--- src/rtl/rtcevo_pkg.sv ---
package rtcevo_pkg;
  localparam int DATA_W = 32;
  localparam int B_EN   = 16;
  localparam int B_SRC  = 17;
  localparam int B_LVL  = 18;
  localparam int B_POL  = 19;
  localparam int B_FLG  = 20;
  localparam logic [DATA_W-1:0] RW_MASK = 32'h000F_0F7D;
  localparam logic [DATA_W-1:0] RST_VAL = 32'h0000_0F00;

  typedef struct packed {
    logic en;
    logic src_sec;
    logic level;
    logic pol_lo;
  } outcfg_t;
endpackage

--- src/rtl/rtcevo_regs.sv ---
module rtcevo_regs
  import rtcevo_pkg::*;
#(
  parameter int ADDR_W    = 8,
  parameter logic [ADDR_W-1:0] CTRL_OFFS = 8'h08
) (
  input  logic              clk,
  input  logic              rst_n,
  input  logic [ADDR_W-1:0] addr,
  input  logic              wr_en,
  input  logic              rd_en,
  input  logic [DATA_W-1:0] wdata,
  input  logic              ev_set,
  output logic [DATA_W-1:0] rdata,
  output outcfg_t           cfg,
  output logic              flag_nxt
);
  localparam logic [DATA_W-1:0] FLG_BIT = DATA_W'(1) << B_FLG;

  logic [DATA_W-1:0] store_q;
  logic              flag_q;
  logic              hit, rd_hit;

  assign hit    = (addr == CTRL_OFFS);
  assign rd_hit = hit & rd_en;

  // flag set beats read-to-clear
  assign flag_nxt = ev_set | (flag_q & ~rd_hit);

  always_ff @(posedge clk or negedge rst_n) begin
    if (!rst_n) begin
      store_q <= RST_VAL;
      flag_q  <= 1'b0;
    end else begin
      if (wr_en && hit) store_q <= wdata & RW_MASK;
      flag_q <= flag_nxt;
    end
  end

  assign cfg.en      = store_q[B_EN];
  assign cfg.src_sec = store_q[B_SRC];
  assign cfg.level   = store_q[B_LVL];
  assign cfg.pol_lo  = store_q[B_POL];

  assign rdata = hit ? (store_q | (flag_q ? FLG_BIT : '0)) : '0;


  rd_clr_chk: assert property (@(posedge clk) disable iff (!rst_n)
    (rd_hit && !ev_set) |=> !flag_q);

  set_wins_chk: assert property (@(posedge clk) disable iff (!rst_n)
    ev_set |=> flag_q);

  flag_pulse_chk: assert property (@(posedge clk) disable iff (!rst_n)
    $rose(flag_q) |-> $past(cfg.level));

  rsvd_zero_chk: assert property (@(posedge clk) disable iff (!rst_n)
    (rdata & ~(RW_MASK | FLG_BIT)) == '0);
endmodule

--- src/rtl/rtcevo_shaper.sv ---
module rtcevo_shaper
  import rtcevo_pkg::*;
(
  input  logic    clk,
  input  logic    rst_n,
  input  outcfg_t cfg,
  input  logic    cmp_stb,
  input  logic    sec_stb,
  input  logic    flag_nxt,
  output logic    ev_set,
  output logic    evt_out,
  output logic    evt_oe
);
  logic sel_ev, active_nxt;
  logic out_q, oe_q;

  assign sel_ev     = cfg.src_sec ? sec_stb : cmp_stb;
  assign ev_set     = cfg.en & cfg.level & sel_ev;
  assign active_nxt = cfg.en & (cfg.level ? flag_nxt : sel_ev);

  always_ff @(posedge clk or negedge rst_n) begin
    if (!rst_n) begin
      out_q <= 1'b0;
      oe_q  <= 1'b0;
    end else begin
      out_q <= active_nxt ^ cfg.pol_lo;
      oe_q  <= cfg.en;
    end
  end

  assign evt_out = out_q;
  assign evt_oe  = oe_q;


  oe_follow_chk: assert property (@(posedge clk) disable iff (!rst_n)
    evt_oe == $past(cfg.en));

  pulse_act_chk: assert property (@(posedge clk) disable iff (!rst_n)
    (cfg.en && !cfg.level && sel_ev) |=> (evt_out != $past(cfg.pol_lo)));

  level_hold_chk: assert property (@(posedge clk) disable iff (!rst_n)
    (cfg.en && cfg.level && flag_nxt) |=> (evt_out != $past(cfg.pol_lo)));
endmodule

--- src/rtl/rtc_evout.sv ---
module rtc_evout
  import rtcevo_pkg::*;
#(
  parameter int ADDR_W = 8,
  parameter logic [ADDR_W-1:0] CTRL_OFFS = 8'h08
) (
  input  logic              clk,
  input  logic              rst_n,
  input  logic [ADDR_W-1:0] bus_addr,
  input  logic              bus_wr,
  input  logic              bus_rd,
  input  logic [31:0]       bus_wdata,
  output logic [31:0]       bus_rdata,
  input  logic              cmp_stb,
  input  logic              sec_stb,
  output logic              evt_out,
  output logic              evt_oe
);
  outcfg_t cfg;
  logic    ev_set, flag_nxt;

  rtcevo_regs #(.ADDR_W(ADDR_W), .CTRL_OFFS(CTRL_OFFS)) u_regs (
    .clk(clk), .rst_n(rst_n), .addr(bus_addr), .wr_en(bus_wr),
    .rd_en(bus_rd), .wdata(bus_wdata), .ev_set(ev_set),
    .rdata(bus_rdata), .cfg(cfg), .flag_nxt(flag_nxt)
  );

  rtcevo_shaper u_shape (
    .clk(clk), .rst_n(rst_n), .cfg(cfg), .cmp_stb(cmp_stb),
    .sec_stb(sec_stb), .flag_nxt(flag_nxt), .ev_set(ev_set),
    .evt_out(evt_out), .evt_oe(evt_oe)
  );
endmodule

--- config.mk ---
export PLATFORM = sky130hd
export DESIGN_NAME = rtc_evout
export DESIGN_NICKNAME = d
export VERILOG_FILES = /design/src/rtl/rtcevo_pkg.sv /design/src/rtl/rtcevo_regs.sv /design/src/rtl/rtcevo_shaper.sv /design/src/rtl/rtc_evout.sv
export SDC_FILE = /design/constraint.sdc
export NUM_CORES = 1
export LEC_CHECK = 0
export CORE_MARGIN = 2
export CORE_UTILIZATION = 35
export DETAILED_ROUTE_END_ITERATION = 10
export PLACE_DENSITY = 0.82
export SLEW_MARGIN = 20
export SYNTH_ARGS = -nofsm -noshare
export SYNTH_HDL_FRONTEND = slang
export SYNTH_HIERARCHICAL = 1
export SYNTH_SLANG_ARGS = --single-unit
--- constraint.sdc ---
create_clock -name clk -period 4.2 [get_ports clk]
set_clock_uncertainty 0.2 [all_clocks]
set_input_delay 0.42 -clock clk [delete_from_list [all_inputs] [get_ports clk]]
set_output_delay 0.42 -clock clk [all_outputs]
set_load 0.1 [all_outputs]
* Word-level counts from Yosys, hierarchy flattened
Index checks and enable logic that the tools add are counted.
** Cells by class
- Equal/unequal tests :: 1
- Mux-type cells :: 4
- Bitwise logic cells :: 9
- Reductions and logical operators :: 1
** Operators by type and width (number)
- two-way mux 32 bit :: 1
- bitwise OR 20 x 32 -> 32 bit :: 1
- two-way mux 21 bit :: 1
- == test 8 x 4 -> 1 bit, second input constant :: 1
- bitwise AND 1 bit :: 5
- two-way mux 1 bit :: 2
- logical AND 1 bit :: 1
- NOT 1 bit :: 1
- bitwise OR 1 bit :: 1
- XOR 1 bit :: 1
** Word-level totals
- Flip-flop bits (word level) :: 17
- Input port bits :: 46
- Logic and storage cells :: 19

* Depth between registers and ports, before layout
- Depth after elaboration :: 8
- Depth in mapped cells :: 7
- Mapped depth without buffers :: 6

* Hierarchy
Netlist, hierarchy kept.
** By module, submodules not included
- rtcevo_regs :: instances 1, cells an instance 74, area an instance 924.6 sq um, sequential area each 380.4 sq um
- rtcevo_shaper :: instances 1, cells an instance 7, area an instance 100.1 sq um, sequential area each 50.0 sq um

* Worst setup path after synthesis
OpenSTA, ideal clock, no wires.
- Path kind :: input-to-output
- Start point :: in bus_addr[1]
- End point :: out bus_rdata[0]
- Arrival :: 1.892 ns
- Slack :: 1.688 ns
- Stages :: 3
- Buffers on the path :: 1
- Cells stage by stage :: nor4_4 > clkbuf_1 > and3_1
** On the way
- Longest elaborated chain between the ends :: 2
** RTL lines
- from (decl) :: line rtc_evout.sv:9 : input logic [ADDR_W-1:0] bus_addr,
- == test 8 x 4 -> 1 bit :: line rtcevo_regs.sv:24 : assign hit = (addr == CTRL_OFFS);
- two-way mux 32 bit :: line rtcevo_regs.sv:45 : assign rdata = hit ? (store_q | (flag_q ? FLG_BIT : '0)) : '0;
- to (decl) :: line rtc_evout.sv:13 : output logic [31:0] bus_rdata,
Every way passes these cells.

* Worst setup path in the final report
- Start point :: in bus_addr[7]
- End point :: out bus_rdata[5]
Same word-level chain as after synthesis.

==> run_results.csv <==
group,metric,value,unit
status,status,"completed",
synth,synth_xor_area_frac,0.00855,
min_path,holdCritPathClass,"reg -> reg",
place,place.gp.congestion,0.634,
floorplan,core-area,2760,µm²
global_routing,gr-total-overflow,0,
global_routing,grtUsageMet3,0.0491,
route,firstDrtPassIters,3,
global_routing,grt_pass1_vias,710,
timing,fin_crit_sh,0.677,
power_and_ir_drop,p_sw_frac,0.369,
final_layout,drive_above_1_share,0.347,
flow_run,drv_cap,0,
min_path,whs_endpoint,"u_shape/evt_oe",
timing,timing_hold_violations_final,0,
power_and_ir_drop,pwr-share-seq,0.459,
final_layout,final_cell_mix,"clkdlybuf4s50_1, conb_1, buf_4, and3_1, dfrtp_1",
setup_path,required,3.58,ns
min_path,hold_path_depth,0,
global_routing,grt_max_degree,18,
setup_path,end_kind,"output pin",
power_and_ir_drop,p_int,0.245,mW
setup_path,rr_endpoint,"u_shape/evt_out",
timing,tns,0,ns
power_and_ir_drop,p_switching,0.143,mW
timing,slew_violations,0,
floorplan,num_rows,19,
setup_path,crit_path_start_kind,"input port",
timing,slew_headroom,0.354,
synth,postSynthAreaPerCell,12.7,µm²
timing,period_minus_slack,2.84,ns
synth,synth_top_family_by_area,"multiplexers",
floorplan,io_pins,80,
clock_network,insertion_delay,0.28,ns
final_layout,fin_nets,168,
synth,ys_ff_latch,17,
clock_network,cts_setup_buffers,0,
clock_network,cts_max_level,1,
clock_network,root_buffer,"clkbuf_4",
global_routing,grt_use_met1,0.145,
final_layout,multi_input_area,478,µm²
final_layout,syn_to_final_growth,34.3,%
synth,synth_adder_area_share,0,
timing,setup_slack,1.36,ns
floorplan,die_w,58.1,µm
setup_path,r2r_slack,2.49,ns
synth,ys_types,18,
setup_path,regToRegStartpoint,"u_regs/store_q[17]",
floorplan,initial_core_util,0.372,
timing,clock.fmax,352,MHz
synth,yosys_warnings,6,
timing,rsz0062_at_grt,"false",
route,drc,0,
power_and_ir_drop,powerDensity,282,nW/µm²
timing,tightest_slew,0.966,ns
route,drt_iter0_markers,6,
clock_network,numCtsBuffers,3,
floorplan,die_h,58.1,µm
route,wire_per_inst,12.8,µm
global_routing,busiest_layer,"met2",
final_layout,final_common_cell,"clkdlybuf4s50_1",
place,post-place-ws,1.36,ns
global_routing,use_met2,0.214,
power_and_ir_drop,ir_drop,0.198,mV
setup_path,critPathMaxFanout,17,
route,vias,704,
route,wirelength,1950,µm
setup_path,startpoint,"bus_addr[7]",
min_path,holdCritStartpoint,"u_regs/store_q[16]",
route,ant_nets,0,
clock_network,clock_sinks,17,
floorplan,fp.dieArea,3380,µm²
clock_network,post_cts_resized,0,
synth,synth-simple-area-share,0.171,
clock_network,hold_buffers,0,
global_routing,grt_usage,0.123,
setup_path,worstPathArrival,2.22,ns
power_and_ir_drop,p_clk_frac,0.222,
final_layout,num_antenna_cells,0,
global_routing,grt_pass1_wl,3190,µm
synth,synth_compound_area_frac,0.0195,
setup_path,critPathKind,"in -> out",
synth,synthMuxAreaShare,0.205,
final_layout,fillers,254,
synth,netlist_area,1020,µm²
power_and_ir_drop,p_comb_frac,0.319,
global_routing,grt_antenna_before_repair,0,
clock_network,clockBufferDepth,2,
synth,syn_inst,81,
setup_path,rr_worst_depth,6,
synth,yosysSeqAreaShare,0.420,
clock_network,clk_pin_slew,0.10,ns
route,vias_per_cell,4.63,
final_layout,area.sequential,430,µm²
timing,setup_viol,0,
power_and_ir_drop,leakagePower,0.733,nW
clock_network,cts_tree,"yes",
timing,whs,0.268,ns
place,io_buffers,44,
## Yosys cell counts
library cell	count	area [µm²]
mux2_4	11	165
xnor2_1	1	8.76
mux2_2	4	45.0
and3_2	1	7.51
dfstp_2	4	105
clkbuf_1	2	7.51
nor4b_4	1	23.8
nand3_1	1	5.00
dfrtp_1	13	325
o211ai_2	1	12.5
nand3_4	1	17.5
buf_4	21	158
and3_1	15	93.8
conb_1	1	3.75
buf_6	1	11.3
nand2b_1	1	6.26
a21o_1	1	7.51
nor4_4	1	21.3
## critical path, cell delays in order
cell             delay (ns)
clkdlybuf4s50_1        0.44
nor4b_4                0.77
and3_1                 0.30
buf_4                  0.30
## logic make-up (layout without fill, tap and decap cells)
| logic type | count (synthesis) | count (layout) |
|---|---|---|
| buffers and inverters | 24 | 48 |
| AND/OR/NAND/NOR | 21 | 21 |
| flip-flops | 17 | 17 |
| multiplexers | 15 | 15 |
| AO/OA/AOI/OAI | 2 | 2 |
| other | 1 | 17 |
| XOR/XNOR | 1 | 1 |
## area by class of cell
type	count	share of cell area
clock buffer	4	0.0191
tap	31	0.0282
timing repair buffer	44	0.293
multi-input combinational	56	0.347
sequential	17	0.313
## per-stage QoR
step | instance area [µm²] | cells | utilization | power, mW
after global routing | 1380 | 152 | 0.499 | 0.406
after global placement | 1350 | 148 | 0.490 | 0.303
after floorplan | 1080 | 97 | - | 0.284
after CTS | 1380 | 152 | 0.499 | 0.393
after detailed placement | 1350 | 148 | 0.490 | 0.305
final | 1380 | 152 | 0.499 | 0.387
## routing by layer
metal / part of all wire / wire [µm]
met4: 0 / 0
met3: 0.15 / 295
met5: 0 / 0
met2: 0.47 / 910
met1: 0.38 / 743
## worst max-delay path by stage
| stage | to |
|---|---|
| after floorplan | bus_rdata[0] |
| after global placement | bus_rdata[18] |
| after detailed placement | bus_rdata[5] |
| after CTS | bus_rdata[5] |
| after global routing | bus_rdata[5] |
| final | bus_rdata[5] |
## flip-flops by register name (all words and copies together), names as in the netlist
name / cells
u_shape/evt_oe: 1
u_shape/evt_out: 1
u_regs/store_q: 14
u_regs/flag_q: 1
## power groups by stage
stage                     registers, mW  logic, mW  clock network [mW]
after floorplan                   0.187     0.0964                   0
after global placement            0.180      0.123                   0
after global routing              0.179      0.129              0.0980
after detailed placement          0.181      0.124                   0
final                             0.178      0.124              0.0860
after CTS                         0.178      0.124              0.0910
Power figures use the tool's default switching activity.
